### config.mk
export PLATFORM = sky130hd
export DESIGN_NAME = stepcore_top
export DESIGN_NICKNAME = d
export VERILOG_FILES = /design/src/rtl/stepcore_pkg.sv /design/src/rtl/sc_decode.sv /design/src/rtl/sc_stepper.sv /design/src/rtl/sc_microcode.sv /design/src/rtl/sc_datapath.sv /design/src/rtl/stepcore_top.sv
export SDC_FILE = /design/constraint.sdc
export NUM_CORES = 1
export LEC_CHECK = 0
export ABC_CLOCK_PERIOD_IN_PS = 4600
export BUFFER_PORTS_ARGS = -buffer_cell sky130_fd_sc_hd__buf_2
export CAP_MARGIN = 20
export CORE_ASPECT_RATIO = 1.5
export CORE_UTILIZATION = 45
export DETAILED_ROUTE_END_ITERATION = 7
export PLACE_DENSITY = 0.65
export SETUP_SLACK_MARGIN = 0.4
export SLEW_MARGIN = 20
export SYNTH_ARGS = -nofsm -noshare
export SYNTH_HDL_FRONTEND = slang
export SYNTH_SLANG_ARGS = --single-unit
### constraint.sdc
create_clock -name clk -period 4.6 [get_ports clk]
set_input_delay 1.15 -clock clk [delete_from_list [all_inputs] [get_ports clk]]
set_output_delay 1.15 -clock clk [all_outputs]
set_load 0.02 [all_outputs]
### src/rtl/stepcore_pkg.sv
package stepcore_pkg;

    localparam int SC_STEPS = 5;
    localparam int SC_AW    = 16;
    localparam int SC_DW    = 8;

    typedef logic [SC_STEPS-1:0] step_t;
    typedef logic [SC_AW-1:0]    addr_t;
    typedef logic [SC_DW-1:0]    byte_t;

    localparam step_t STEP_FIRST = step_t'(1);

    typedef enum logic [3:0] {
        IC_LOAD_A_IMM,
        IC_LOAD_X_IMM,
        IC_LOAD_Y_IMM,
        IC_X_TO_SP,
        IC_LOAD_A_ABS,
        IC_STORE_A_ABS,
        IC_PUSH_A,
        IC_PULL_ST,
        IC_UNDEF
    } icls_e;

    typedef enum logic [1:0] {
        BOOT_LO,
        BOOT_HI,
        BOOT_RUN
    } boot_e;

    typedef enum logic [2:0] {
        AS_HOLD,
        AS_PC,
        AS_PC_NEXT,
        AS_ABS,
        AS_STACK,
        AS_VEC_HI
    } asrc_e;

    typedef enum logic [1:0] {
        PC_KEEP,
        PC_INC,
        PC_LOAD
    } pcop_e;

    typedef enum logic [2:0] {
        DST_NONE,
        DST_IR,
        DST_A,
        DST_X,
        DST_Y,
        DST_P
    } dst_e;

    typedef enum logic [1:0] {
        SP_KEEP,
        SP_INC,
        SP_DEC,
        SP_FROM_X
    } spop_e;

    typedef struct packed {
        asrc_e asrc;
        logic  wr;
        pcop_e pc_op;
        dst_e  dst;
        spop_e sp_op;
        logic  lo_ld;
        logic  fin;
        logic  bad;
    } uop_t;

    function automatic uop_t uop_idle();
        uop_t u;
        u.asrc  = AS_HOLD;
        u.wr    = 1'b0;
        u.pc_op = PC_KEEP;
        u.dst   = DST_NONE;
        u.sp_op = SP_KEEP;
        u.lo_ld = 1'b0;
        u.fin   = 1'b0;
        u.bad   = 1'b0;
        return u;
    endfunction

    function automatic addr_t join_bytes(byte_t hi, byte_t lo);
        return {hi, lo};
    endfunction

endpackage

### src/rtl/sc_decode.sv
module sc_decode
    import stepcore_pkg::*;
(
    input  byte_t ir,
    output icls_e cls
);
    always_comb begin
        unique case (ir)
            8'hA9:   cls = IC_LOAD_A_IMM;
            8'hA2:   cls = IC_LOAD_X_IMM;
            8'hA0:   cls = IC_LOAD_Y_IMM;
            8'h9A:   cls = IC_X_TO_SP;
            8'hAD:   cls = IC_LOAD_A_ABS;
            8'h8D:   cls = IC_STORE_A_ABS;
            8'h48:   cls = IC_PUSH_A;
            8'h28:   cls = IC_PULL_ST;
            default: cls = IC_UNDEF;
        endcase
    end
endmodule

### src/rtl/sc_stepper.sv
module sc_stepper
    import stepcore_pkg::*;
(
    input  logic  clk,
    input  logic  rst,
    input  logic  fin,
    input  logic  bad,
    output boot_e boot,
    output step_t step,
    output logic  halted
);
    always_ff @(posedge clk) begin
        if (rst) begin
            boot   <= BOOT_LO;
            step   <= STEP_FIRST;
            halted <= 1'b0;
        end else if (!halted) begin
            unique case (boot)
                BOOT_LO: boot <= BOOT_HI;
                BOOT_HI: boot <= BOOT_RUN;
                default: begin
                    if (bad)      halted <= 1'b1;
                    else if (fin) step   <= STEP_FIRST;
                    else          step   <= step << 1;
                end
            endcase
        end
    end

    AST_STEP_ONEHOT: assert property (@(posedge clk) disable iff (rst)
        $countones(step) == 1);
    AST_STEP_ADVANCE: assert property (@(posedge clk) disable iff (rst)
        (boot == BOOT_RUN && !halted && !fin && !bad) |=> step == ($past(step) << 1));
    AST_HALT_STICKY: assert property (@(posedge clk) disable iff (rst)
        halted |=> halted && $stable(step));
endmodule

### src/rtl/sc_microcode.sv
module sc_microcode
    import stepcore_pkg::*;
(
    input  boot_e boot,
    input  step_t step,
    input  icls_e cls,
    input  logic  halted,
    output uop_t  u
);
    always_comb begin
        u = uop_idle();
        if (!halted) begin
            unique case (boot)
                BOOT_LO: begin
                    u.lo_ld = 1'b1;
                    u.asrc  = AS_VEC_HI;
                end
                BOOT_HI: begin
                    u.pc_op = PC_LOAD;
                    u.asrc  = AS_ABS;
                end
                default: begin
                    if (step[0]) begin
                        u.dst   = DST_IR;
                        u.pc_op = PC_INC;
                        u.asrc  = AS_PC_NEXT;
                    end else if (step[1]) begin
                        unique case (cls)
                            IC_LOAD_A_IMM, IC_LOAD_X_IMM, IC_LOAD_Y_IMM: begin
                                u.dst   = (cls == IC_LOAD_A_IMM) ? DST_A :
                                          (cls == IC_LOAD_X_IMM) ? DST_X : DST_Y;
                                u.pc_op = PC_INC;
                                u.asrc  = AS_PC_NEXT;
                                u.fin   = 1'b1;
                            end
                            IC_X_TO_SP: begin
                                u.sp_op = SP_FROM_X;
                                u.asrc  = AS_PC;
                                u.fin   = 1'b1;
                            end
                            IC_LOAD_A_ABS, IC_STORE_A_ABS: begin
                                u.lo_ld = 1'b1;
                                u.pc_op = PC_INC;
                                u.asrc  = AS_PC_NEXT;
                            end
                            IC_PUSH_A, IC_PULL_ST: u.asrc = AS_HOLD;
                            default: u.bad = 1'b1;
                        endcase
                    end else if (step[2]) begin
                        unique case (cls)
                            IC_LOAD_A_ABS, IC_STORE_A_ABS: begin
                                u.pc_op = PC_INC;
                                u.asrc  = AS_ABS;
                                u.wr    = (cls == IC_STORE_A_ABS);
                            end
                            IC_PUSH_A: begin
                                u.asrc  = AS_STACK;
                                u.wr    = 1'b1;
                                u.sp_op = SP_DEC;
                            end
                            IC_PULL_ST: begin
                                u.asrc  = AS_STACK;
                                u.sp_op = SP_INC;
                            end
                            default: begin
                                u.asrc = AS_PC;
                                u.fin  = 1'b1;
                            end
                        endcase
                    end else if (step[3]) begin
                        unique case (cls)
                            IC_LOAD_A_ABS: begin
                                u.dst  = DST_A;
                                u.asrc = AS_PC;
                                u.fin  = 1'b1;
                            end
                            IC_PULL_ST: u.asrc = AS_STACK;
                            default: begin
                                u.asrc = AS_PC;
                                u.fin  = 1'b1;
                            end
                        endcase
                    end else begin
                        if (cls == IC_PULL_ST) u.dst = DST_P;
                        u.asrc = AS_PC;
                        u.fin  = 1'b1;
                    end
                end
            endcase
        end
    end
endmodule

### src/rtl/sc_datapath.sv
module sc_datapath
    import stepcore_pkg::*;
#(
    parameter addr_t VEC_ADDR   = 16'hFFFC,
    parameter byte_t STACK_PAGE = 8'h01
)(
    input  logic  clk,
    input  logic  rst,
    input  uop_t  u,
    input  byte_t din,
    output addr_t addr,
    output logic  we,
    output byte_t dout,
    output byte_t a,
    output byte_t x,
    output byte_t y,
    output byte_t sp,
    output byte_t p,
    output byte_t ir
);
    addr_t pc;
    byte_t lo;

    always_ff @(posedge clk) begin
        if (rst) begin
            pc   <= '0;
            lo   <= '0;
            a    <= '0;
            x    <= '0;
            y    <= '0;
            sp   <= '0;
            p    <= '0;
            ir   <= '0;
            addr <= VEC_ADDR;
            we   <= 1'b0;
            dout <= '0;
        end else begin
            if (u.lo_ld) lo <= din;

            unique case (u.pc_op)
                PC_INC:  pc <= pc + addr_t'(1);
                PC_LOAD: pc <= join_bytes(din, lo);
                default: ;
            endcase

            unique case (u.dst)
                DST_IR:  ir <= din;
                DST_A:   a  <= din;
                DST_X:   x  <= din;
                DST_Y:   y  <= din;
                DST_P:   p  <= din;
                default: ;
            endcase

            unique case (u.sp_op)
                SP_INC:    sp <= sp + byte_t'(1);
                SP_DEC:    sp <= sp - byte_t'(1);
                SP_FROM_X: sp <= x;
                default:   ;
            endcase

            if (u.asrc != AS_HOLD) begin
                we <= u.wr;
                if (u.wr) dout <= a;
            end
            unique case (u.asrc)
                AS_PC:      addr <= pc;
                AS_PC_NEXT: addr <= pc + addr_t'(1);
                AS_ABS:     addr <= join_bytes(din, lo);
                AS_STACK:   addr <= join_bytes(STACK_PAGE, sp);
                AS_VEC_HI:  addr <= VEC_ADDR + addr_t'(1);
                default:    ;
            endcase
        end
    end

    AST_WRITE_IS_ACC: assert property (@(posedge clk) disable iff (rst)
        we |-> dout == a);
endmodule

### src/rtl/stepcore_top.sv
module stepcore_top
    import stepcore_pkg::*;
#(
    parameter logic [15:0] VEC_ADDR   = 16'hFFFC,
    parameter logic [7:0]  STACK_PAGE = 8'h01
)(
    input  logic          clk,
    input  logic          rst,
    input  logic [7:0]    mem_din,
    output logic [15:0]   mem_addr,
    output logic          mem_we,
    output logic [7:0]    mem_dout,
    output logic          halted,
    output logic [4:0]    step_o,
    output logic [7:0]    acc_o,
    output logic [7:0]    xr_o,
    output logic [7:0]    yr_o,
    output logic [7:0]    sp_o,
    output logic [7:0]    psr_o
);
    boot_e boot;
    step_t step;
    icls_e cls;
    uop_t  u;
    byte_t ir;

    sc_decode u_dec (.ir(ir), .cls(cls));

    sc_stepper u_step (
        .clk(clk), .rst(rst), .fin(u.fin), .bad(u.bad),
        .boot(boot), .step(step), .halted(halted)
    );

    sc_microcode u_uc (
        .boot(boot), .step(step), .cls(cls), .halted(halted), .u(u)
    );

    sc_datapath #(.VEC_ADDR(VEC_ADDR), .STACK_PAGE(STACK_PAGE)) u_dp (
        .clk(clk), .rst(rst), .u(u), .din(mem_din),
        .addr(mem_addr), .we(mem_we), .dout(mem_dout),
        .a(acc_o), .x(xr_o), .y(yr_o), .sp(sp_o), .p(psr_o), .ir(ir)
    );

    assign step_o = step;

    AST_FETCH_FOLLOWS: assert property (@(posedge clk) disable iff (rst)
        (step[0] && boot == BOOT_RUN && !halted) |=> (!mem_we && mem_addr == $past(mem_addr) + 16'd1));
    AST_PSR_HOLD: assert property (@(posedge clk) disable iff (rst)
        !step[4] |=> $stable(psr_o));
    AST_HALT_FROZEN: assert property (@(posedge clk) disable iff (rst)
        halted |=> ($stable(mem_addr) && $stable(mem_we)));
    AST_PUSH_STACK: assert property (@(posedge clk) disable iff (rst)
        (boot == BOOT_RUN && cls == IC_PUSH_A && step[3]) |-> (mem_we && mem_addr[15:8] == STACK_PAGE));
endmodule

## Word-level counts from Yosys, hierarchy flattened

Index checks and enable logic that the tools add are counted.

| word-level totals | value |
|---|---|
| bits of input ports | 10 |
| logic and storage cells | 121 |
| flip-flop bits (word level) | 105 |

| operators by class | value |
|---|---|
| muxes and demuxes | 52 |
| $add $sub $neg | 3 |
| bitwise gates (word level) | 3 |
| eq/ne operators | 31 |
| reductions and logical operators | 18 |

Operator list:

| cell | count |
|---|---|
| $pmux 16 s5 | 1 |
| $eq 8x8->1 const B | 6 |
| $mux 3 | 12 |
| $pmux 16 s2 | 1 |
| $pmux 4 s8 | 1 |
| $pmux 8 s3 | 1 |
| $mux 5 | 4 |
| $mux 1 | 18 |
| $add 16x1->16 const B | 1 |
| $eq 4x3->1 const B | 4 |
| $pmux 2 s2 | 4 |
| $mux 14 | 1 |
| $eq 3x2->1 const B | 4 |
| $eq 3x3->1 const B | 4 |
| $pmux 3 s2 | 2 |
| $add 8x1->8 const B | 1 |
| $eq 4x2->1 const B | 2 |
| $eq 8x6->1 const B | 1 |
| $eq 8x7->1 const B | 1 |
| $mux 2 | 4 |
| $reduce_or 4->1 | 2 |
| $reduce_or 8->1 | 1 |
| $sub 8x1->8 const B | 1 |
| $mux 7 | 1 |
| other kinds (16) | 29 |

## Logic depth before layout (Yosys ltp)

Gate-level depths: netlist (run 1).

| logic depth | value |
|---|---|
| depth in word-level cells | 13 |
| gate-level depth with buffers | 16 |
| gate-level depth less buffers | 15 |

## Cells and area by module

From an unflattened synthesis (run 1), not the netlist that was laid out.

| unflattened totals | value |
|---|---|
| cells, all modules | 709 |
| area, all modules | 5831.8 um2 |

Modules (own cells, without submodules):

| module | seq. area each (um2) | cells each | area an instance (um2) | instances |
|---|---|---|---|---|
| sc_datapath | 1941.9 | 597 | 4942.2 | 1 |
| sc_stepper | 160.2 | 33 | 347.8 | 1 |
| sc_microcode | 0.0 | 51 | 340.3 | 1 |
| sc_decode | 0.0 | 28 | 201.4 | 1 |

## Worst setup path before layout (run 1)

OpenSTA, ideal clock, no wires.

| path | value |
|---|---|
| path kind | register -> register |
| start point | reg u_dp.ir[4] |
| end point | reg u_dp.sp[7] |
| clock period less this slack | 3.008 ns |
| buffers on the path | 2 |
| library setup time | 0.115 ns |
| slack | 1.592 ns |
| data arrival time | 2.893 ns |
| cell stages (with the launch flop) | 16 |
| cells stage by stage | dfxtp_1 buf_2 and4b_1 buf_2 a22oi_2 a21boi_1 nand2_1 inv_1 ha_1 a21oi_1 o221ai_1 o41ai_1 xnor2_1 mux2i_1 mux2i_1 o21a_1 |

| on the way | value |
|---|---|
| cells in the longest elaborated chain, start to end | 11 |
| elaborated cells on any way between the ends | 24 |

RTL lines:

| what | line | RTL |
|---|---|---|
| from (decl) | sc_datapath.sv:19 | `output byte_t ir` |
| from (signal assigned) | sc_datapath.sv:47 | `DST_IR: ir <= din;` |
| $eq 8x6->1, or another cell as far along | sc_decode.sv:8 | `unique case (ir)` |
| $pmux 4 s8 * | sc_decode.sv:8 |  |
| $eq 4x3->1 | sc_microcode.sv:50 | `unique case (cls)` |
| $pmux 2 s2 | sc_microcode.sv:50 |  |
| $mux 2 | sc_microcode.sv:49 | `end else if (step[2]) begin` |
| $mux 7 * | sc_microcode.sv:27 | `end else if (step[1]) begin` |
| $mux 5 * | sc_microcode.sv:23 | `if (step[0]) begin` |
| $mux 5 * | sc_microcode.sv:13 | `unique case (boot)` |
| $mux 14 * | sc_microcode.sv:12 | `if (!halted) begin` |
| $eq 2x2->1 / $eq 2x1->1 (equally long branches) | sc_datapath.sv:55 | `unique case (u.sp_op)` |
| $pmux 8 s3 / $reduce_bool 3->1 (equally long branches) | n/a |  |
| to (signal assigned) | sc_datapath.sv:56 | `SP_INC: sp <= sp + byte_t'(1);` |
| to (signal assigned) | sc_datapath.sv:57 | `SP_DEC: sp <= sp - byte_t'(1);` |
| to (decl) | sc_datapath.sv:17 | `output byte_t sp,` |

Mark *: on every way between the ends. The rest lies on a longest branch, timed or not.
A chain may end at the register's enable or synchronous reset.

## Worst setup path after layout (run 1)

| path | value |
|---|---|
| start point | reg u_dp.ir[7] |
| end point | reg u_dp.sp[7] |

Same word-level chain as after synthesis.

==> metrics.cfg, run 1 <==
[sta]
slew_headroom_pct = 26.9
hold_violations = 0
drv_slew = 0
setup_viol = 0
layout_setup_ws_ns = 0.938
worst_pin_slew_ns = 1.09
finalClockSkew_ns = 0.00812
fin_crit_ns = 3.66
post-route-period-util_pct = 79.6
tns_ns = 0
max_freq_mhz = 273
rsz0062_at_grt = false

[layout]
final_cells = 851
regArea_mm2 = 0.00210
fillers = 1178
final_util_pct = 52.4
drive_gt1_share_pct = 19.3
multi_input_area_mm2 = 0.00326
syn2layout_area_growth_pct = 12.5
fin_nets = 711
diodes = 0

[drt]
drt_wl_total_mm = 15.8
drt-vias-per-instance = 5.93
firstDrtPassIters = 4
routedWlPerCell_um = 18.5
num_vias = 5043
dr.first_iter.drc_count = 280
final_antenna_net_count = 0
drc_errors = 0

[worst_setup_path]
crit_cells = 13
crit_type = reg -> reg
cpPeakStageDelay_ns = 0.58
r2r_end = u_dp.sp[7]
timing.critical_path.slowest_stage_cell = dfxtp_1
regToRegSetupSlack_ns = 0.94
cp.required_ns = 4.84
rr_worst_depth = 13
startpoint = u_dp.ir[7]
timing.rr.start = u_dp.ir[7]
cp-end-kind = flop
critical-path-top-delay-family = compound AO/OA/AOI/OAI gates
crit_arrival_ns = 3.91
critPathLaunchType = flop
cp_num_buf_inv = 1
crit_top_cell = mux2i_1
crit_path_max_fanout = 12
crit_path_end = u_dp.sp[7]
path_cells = and4b_1 > a22oi_2 > a21boi_1 > nand2_1 > inv_1 > ha_1 > a21oi_1 > o221ai_1 > o41ai_1 > xnor2_1 > mux2i_1 > mux2i_1 > o21a_1

[job]
max_cap_violations = 0

[place]
pre_cts_ws_ns = 0.988
dp_hpwl_mm = 11.2
gp_congestion = 0.926
io_buffers = 80
dp_cells = 835

[floorplanning]
coreArea_mm2 = 0.0121
rows = 49
ios = 81
dieArea_mm2 = 0.0130
initial_utilization_pct = 46.6
die_w_um = 93.5
die_y_um = 139

[logic_synthesis]
syn_avg_cell_area_um2 = 8.78
yosysTopAreaCell = dfxtp_1
yosysWarningCount = 0
synth_flop_cell = dfxtp_1
synth_edf_count = 0
syn-instance-count = 644
seq_area_frac_synth_pct = 37.2
synthTopCellsByArea = dfxtp_1 37%, mux2i_1 11%, nor2_1 7.0%
netlist-cell-type-count = 78
syn_nets = 662
yosysTopAreaCellShare_pct = 37.2
syn_area_mm2 = 0.00566
ys_ff_latch = 105
synthArstFlopShare_pct = 0

[pwr]
power_density_mw_per_mm2 = 416
power.leakage_nw = 2.55
vdd_drop_max_uv = 185

[grt]
antenna_found_initial = 0
grt_max_degree = 105
first_global_vias = 4875
grt.total_usage_pct = 24.8
overflow = 0
grt_pass1_wl_mm = 25.3

[cts]
cts_hold_buffers = 0
cts_buffers = 9
cts_tree = built
ctsResizeCount = 0
h-tree-depth = 3
clockRootBuffer = clkbuf_16
insertion_delay_ns = 0.35
cts.sinks = 105
path_clk_slew_ns = 0.08
clockBufferDepth = 2
post_cts_buffers = 0

[worst_hold_path]
hp-class = reg -> reg

[status]
status = finished, final reports clean

[final cells by class]
cell class                 instances  area share, %
clock buffer                       9           3.54
clock inverter                     7          0.963
inverter                          19           1.12
multi-input combinational        471           51.2
sequential                       105           33.0
tap                              153           3.01
timing repair buffer              87           7.16
[worst register-to-register path, stage by stage, from the launching register on]
cell and delay (ns):
dfxtp_1 0.58, and4b_1 0.41, a22oi_2 0.15, a21boi_1 0.47, nand2_1 0.20, inv_1 0.22
ha_1 0.27, a21oi_1 0.21, o221ai_1 0.19, o41ai_1 0.34, xnor2_1 0.13, mux2i_1 0.14
mux2i_1 0.09, o21a_1 0.17
[worst min-delay path by stage]
stage | start | cells past startpoint | to | slack [ns]
2_1_floorplan | u_dp.pc[11] | 2 | u_dp.pc[11] | 0.47
3_3_place_gp | u_dp.addr[10] | 2 | u_dp.addr[10] | 0.45
3_5_place_dp | u_dp.addr[10] | 2 | u_dp.addr[10] | 0.45
4_1_cts | u_dp.addr[10] | 2 | u_dp.addr[10] | 0.47
5_1_grt | u_dp.addr[14] | 2 | u_dp.addr[14] | 0.51
6_report | u_dp.addr[10] | 2 | u_dp.addr[10] | 0.47
[Yosys cell counts (4+ instances only)]
| library cell | number |
|---|---|
| a211oi_1 | 8 |
| a21boi_0 | 10 |
| a21oi_1 | 31 |
| a221oi_1 | 20 |
| a311o_1 | 5 |
| a311oi_1 | 4 |
| a31oi_1 | 5 |
| and2_1 | 5 |
| and3_1 | 10 |
| buf_2 | 15 |
| buf_6 | 5 |
| clkbuf_1 | 27 |
| dfxtp_1 | 105 |
| ha_1 | 7 |
| inv_1 | 19 |
| mux2i_1 | 62 |
| nand2_1 | 33 |
| nand3_1 | 15 |
| nor2_1 | 105 |
| nor2b_1 | 5 |
| nor3_1 | 12 |
| nor4_1 | 4 |
| o211ai_1 | 6 |
| o21ai_0 | 14 |
| o21ai_1 | 13 |
| xnor2_1 | 13 |
| xor2_1 | 8 |
[report_power, final]
group	internal [W]	switching (W)
clock	0.000379	0.000370
sequential	0.00102	0.000132
combinational	0.000288	0.000458
[logic make-up after synthesis]
| family | Yosys count | share of synthesized area [%] |
|---|---|---|
| AOI/OAI and AO/OA | 154 | 20.7 |
| buffers and inverters | 68 | 5.57 |
| DFF | 105 | 37.2 |
| muxes | 62 | 11.0 |
| and+or+nand+nor | 226 | 20.4 |
| adders and majority gates | 8 | 1.90 |
| xor gates and xnor gates | 21 | 3.25 |
[layer usage]
layer | vias to the layer above | GRT usage (%) | share of wire, %
li1 | 2424 | - | -
met1 | 2406 | 30.1 | 41
met2 | 170 | 42.2 | 50
met3 | 43 | 3.77 | 4.5
met4 | 0 | 12.1 | 4.3
met5 | - | 0 | 0
[registers in the layout (all words and copies together), names as in the netlist]
| name | cells |
|---|---|
| u_dp.addr | 16 |
| u_dp.pc | 16 |
| u_dp.a | 8 |
| u_dp.dout | 8 |
| u_dp.ir | 8 |
| u_dp.lo | 8 |
| u_dp.p | 8 |
| u_dp.sp | 8 |
| u_dp.x | 8 |
| u_dp.y | 8 |
| u_step.step | 5 |
| u_step.boot | 2 |
| u_dp.we | 1 |
| u_step.halted | 1 |
[placed cells by master, fill, tap and decap left out, types with 4 or more instances in the layout]
master	Yosys	final
xnor2_1	13	13
o21ai_0	14	14
xor2_1	8	8
o21ai_1	13	13
a311oi_1	4	4
a211oi_1	8	8
a311o_1	5	5
and2_1	5	5
buf_4	1	8
nor2_1	105	105
a21oi_1	31	31
a221oi_1	20	20
nor2b_1	5	5
and3_1	10	10
o211ai_1	6	6
nand2_1	33	33
a31oi_1	5	5
nand3_1	15	15
clkbuf_16	0	9
inv_1	19	19
a21boi_0	10	10
buf_2	15	79
dfxtp_1	105	105
mux2i_1	62	62
nor3_1	12	11
ha_1	7	7
[per-stage QoR]
| step | total power, W | instance area, um^2 | hold slack, ns |
|---|---|---|---|
| 2_1_floorplan | 0.00171 | 5660 | 0.467 |
| 6_report | 0.00265 | 6360 | 0.471 |
| 5_1_grt | 0.00279 | 6360 | 0.511 |
| 3_5_place_dp | 0.00191 | 6070 | 0.451 |
| 3_3_place_gp | 0.00190 | 6070 | 0.447 |
| 4_1_cts | 0.00266 | 6360 | 0.472 |
No activity file was read; power rests on OpenSTA's default activity.
==> run 2, diff against run 1 <==
ABC_AREA = 1   (was not set)
ABC_CLOCK_PERIOD_IN_PS = 3850   (was 4600)
PLACE_DENSITY = 0.66   (was 0.65)
clock period = 3.85 ns   (was 4.6 ns; I/O delays follow)
==> metrics.cfg, run 2 <==
[logic_synthesis]
yosysMostFrequentCell = nand2_1
seq_area_frac_synth_pct = 40.2  ; was 37.2%
synthTopCellsByArea = dfxtp_1 40%, nand2_1 9.1%, a21oi_1 8.4%  ; was dfxtp_1 37%, mux2i_1 11%, nor2_1 7.0%
syn_nets = 729  ; was 662
syn_avg_cell_area_um2 = 7.35  ; was 8.78 um^2
synth_flop_cell = dfxtp_1  ; unchanged
yosysTopAreaCellShare_pct = 40.2  ; was 37.2%
netlist-cell-type-count = 40  ; was 78
yosysTopAreaCell = dfxtp_1  ; unchanged
syn-instance-count = 711  ; was 644
synthArstFlopShare_pct = 0  ; unchanged
ys_ff_latch = 105  ; unchanged
synth.top_cells.by_count = 127 x nand2_1, 105 x dfxtp_1, 88 x a21oi_1, 85 x o21ai_0, 67 x inv_1  ; was 105 x dfxtp_1, 105 x nor2_1, 62 x mux2i_1, 33 x nand2_1, 31 x a21oi_1
yosysWarningCount = 0  ; unchanged
synth_edf_count = 0  ; unchanged
syn_area_mm2 = 0.00523  ; was 0.00566 mm^2

[worst_setup_path]
critPathLaunchType = flop  ; unchanged
crit_arrival_ns = 3.24  ; was 3.91 ns
regToRegSetupSlack_ns = 0.89  ; was 0.94 ns
r2r_end = u_dp.sp[6]  ; was u_dp.sp[7]
crit_type = reg -> reg  ; unchanged
cp-end-kind = flop  ; unchanged
rr_worst_depth = 18  ; was 13
cp.required_ns = 4.13  ; was 4.84 ns
crit_path_max_fanout = 7  ; was 12
timing.rr.start = u_dp.ir[2]  ; was u_dp.ir[7]

[sta]
post-route-period-util_pct = 77.0  ; was 79.6%
drv_slew = 0  ; unchanged
max_freq_mhz = 337  ; was 273 MHz
setup_viol = 0  ; unchanged
hold_violations = 0  ; unchanged
fin_crit_ns = 2.96  ; was 3.66 ns
worst_pin_slew_ns = 0.744  ; was 1.09 ns
slew_headroom_pct = 50.3  ; was 26.9%
holdWs_ns = 0.445  ; was 0.471 ns
tns_ns = 0  ; unchanged
rsz0062_at_grt = false  ; unchanged
finalClockSkew_ns = 0.00834  ; was 0.00812 ns

[pwr]
power.leakage_nw = 2.59  ; was 2.55 nW
p_switching_w = 0.00101  ; was 0.000959 W
seqPwrFrac_pct = 43.4  ; was 43.6%
internal-power_w = 0.00192  ; was 0.00169 W
switching_share_pct = 34.5  ; was 36.2%
clkPwrFrac_pct = 33.3  ; was 28.3%
combPwrFrac_pct = 23.3  ; was 28.1%
vdd_drop_max_uv = 220  ; was 185 uV
power_density_mw_per_mm2 = 489  ; was 416 mW/mm^2

[layout]
fillers = 1139  ; was 1178
diodes = 0  ; unchanged
postLayoutCellArea_mm2 = 0.00599  ; was 0.00636 mm^2
final_cells = 929  ; was 851
final_common_cell = nand2_1
fin_nets = 795  ; was 711
most-common-layout-cells = 127 x nand2_1, 105 x dfxtp_1, 88 x a21oi_1, 85 x o21ai_0, 80 x buf_2  ; was 105 x nor2_1, 105 x dfxtp_1, 79 x buf_2, 62 x mux2i_1, 33 x nand2_1
drive_gt1_share_pct = 17.4  ; was 19.3%
reg.largest.list = u_dp.addr (16), u_dp.pc (16)  ; unchanged
syn2layout_area_growth_pct = 14.7  ; was 12.5%

[grt]
antenna_found_initial = 0  ; unchanged
overflow = 0  ; unchanged
first_global_vias = 4870  ; was 4875
grt.total_usage_pct = 24.8  ; about the same
grt_max_degree = 43  ; was 105
grt_pass1_wl_mm = 23.8  ; was 25.3 mm

[drt]
num_vias = 5078  ; was 5043
firstDrtPassIters = 5  ; was 4
routedWlPerCell_um = 16.0  ; was 18.5 um
drt-vias-per-instance = 5.47  ; was 5.93
dr.first_iter.drc_count = 258  ; was 280
final_antenna_net_count = 0  ; unchanged
drc_errors = 0  ; unchanged
drt_wl_total_mm = 14.9  ; was 15.8 mm

[floorplanning]
dieArea_mm2 = 0.0121  ; was 0.0130 mm^2
die_y_um = 134  ; was 139 um
rows = 47  ; was 49
ios = 81  ; unchanged
initial_utilization_pct = 46.8  ; was 46.6%
coreArea_mm2 = 0.0112  ; was 0.0121 mm^2
die_w_um = 90.0  ; was 93.5 um

[cts]
cts.sinks = 105  ; unchanged
clockRootBuffer = clkbuf_16  ; unchanged
insertion_delay_ns = 0.35  ; about the same
path_clk_slew_ns = 0.08  ; about the same
cts_buffers = 9  ; unchanged
clockBufferDepth = 2  ; unchanged
post_cts_buffers = 0  ; unchanged
cts_tree = built  ; unchanged
h-tree-depth = 3  ; unchanged

[worst_hold_path]
holdPathEnd = u_dp.dout[2]  ; was u_dp.addr[10]
whs_path_depth = 2  ; unchanged
min_from = u_dp.dout[2]  ; was u_dp.addr[10]
hp-class = reg -> reg  ; unchanged

[place]
dp_hpwl_mm = 11.0  ; was 11.2 mm
io_buffers = 80  ; unchanged
gp_congestion = 0.881  ; was 0.926
dp_cells = 913  ; was 835
dpl_cell_area_mm2 = 0.00567  ; was 0.00607 mm^2

[job]
max_cap_violations = 0  ; unchanged

[status]
status = finished, final reports clean  ; unchanged

run 2: changes by cell type after synthesis, sizes merged, moves of 17 or more:
cell	delta
nor2	-52
o21ai	+66
nand3	+17
nand2	+104
mux2i	-62
a21oi	+60
inv	+55
run 2: metal layers:
layer / part of all wire (%) / vias up / track usage, %
met5: 0 / - / 0
met4: 3.0 / 0 / 11.6
met3: 4.5 / 34 / 3.00
met2: 50 / 160 / 44.3
met1: 42 / 2335 / 29.6
li1: - / 2549 / -
run 2: how the worst max path moves through the flow:
stage / startpoint / endpoint / slack [ns]
after floorplan: u_dp.ir[2] / u_dp.sp[6] / 1.26
after global placement: u_dp.ir[2] / u_dp.sp[6] / 0.99
after detailed placement: u_dp.ir[2] / u_dp.sp[6] / 0.88
after CTS: u_dp.ir[2] / u_dp.sp[6] / 0.85
after global routing: u_dp.ir[2] / u_dp.sp[6] / 0.42
final: u_dp.ir[2] / u_dp.sp[6] / 0.89
run 2: kinds of logic (layout without fill, tap and decap cells):
kind of cell / after synthesis / in the layout / synth area share (%)
AND/OR/NAND/NOR: 249 / 249 / 21.8
AO/OA/AOI/OAI: 229 / 229 / 24.4
flip-flops: 105 / 105 / 40.2
buffers and inverters: 103 / 174 / 8.64
XOR/XNOR: 17 / 17 / 2.85
adder cells (fa/ha/maj): 8 / 8 / 2.06
run 2: worst max-delay path, stage by stage (launching register included):
cell and delay [ns]:
dfxtp_1 0.32, inv_1 0.08, nand2_1 0.10, nor2_1 0.11, inv_1 0.06, o21ai_1 0.22, inv_1 0.08, nor2_2 0.19
nand2_1 0.16, nor2_4 0.20, inv_1 0.09, fa_1 0.40, o21ai_0 0.28, nand2_1 0.09, a21oi_1 0.14, nor2_1 0.06
xnor2_1 0.12, nand2_1 0.06, a31oi_1 0.13
run 2: through the flow:
stage	total power (W)	worst slack, ns	utilization, %
4_1_cts	0.00294	0.849	53.6
5_1_grt	0.00308	0.420	53.6
3_5_place_dp	0.00197	0.880	50.7
2_1_floorplan	0.00179	1.26	-
3_3_place_gp	0.00196	0.992	50.7
6_report	0.00293	0.885	53.6
run 2: power by group through the flow:
stage	registers [W]	clock network (W)	logic (W)
after floorplan	0.00134	0	0.000444
after global placement	0.00129	0	0.000667
after detailed placement	0.00130	0	0.000676
after CTS	0.00127	0.000992	0.000680
after global routing	0.00129	0.00103	0.000762
final	0.00127	0.000977	0.000684
run 2: layout make-up:
type / count / area, um^2 / share of cell area (%)
Multi-Input combinational cell: 503 / 2680 / 44.7
Sequential cell: 105 / 2100 / 35.1
Timing Repair Buffer: 84 / 430 / 7.18
Inverter: 74 / 280 / 4.68
Clock buffer: 9 / 225 / 3.76
Tap cell: 147 / 184 / 3.07
Clock inverter: 7 / 93.8 / 1.57
run 2: what timing repair did:
action | in CTS | in global routing
gates resized for setup | 0 | 1
hold buffers | 0 | 0
endpoints found under the setup margin | 0 | 1
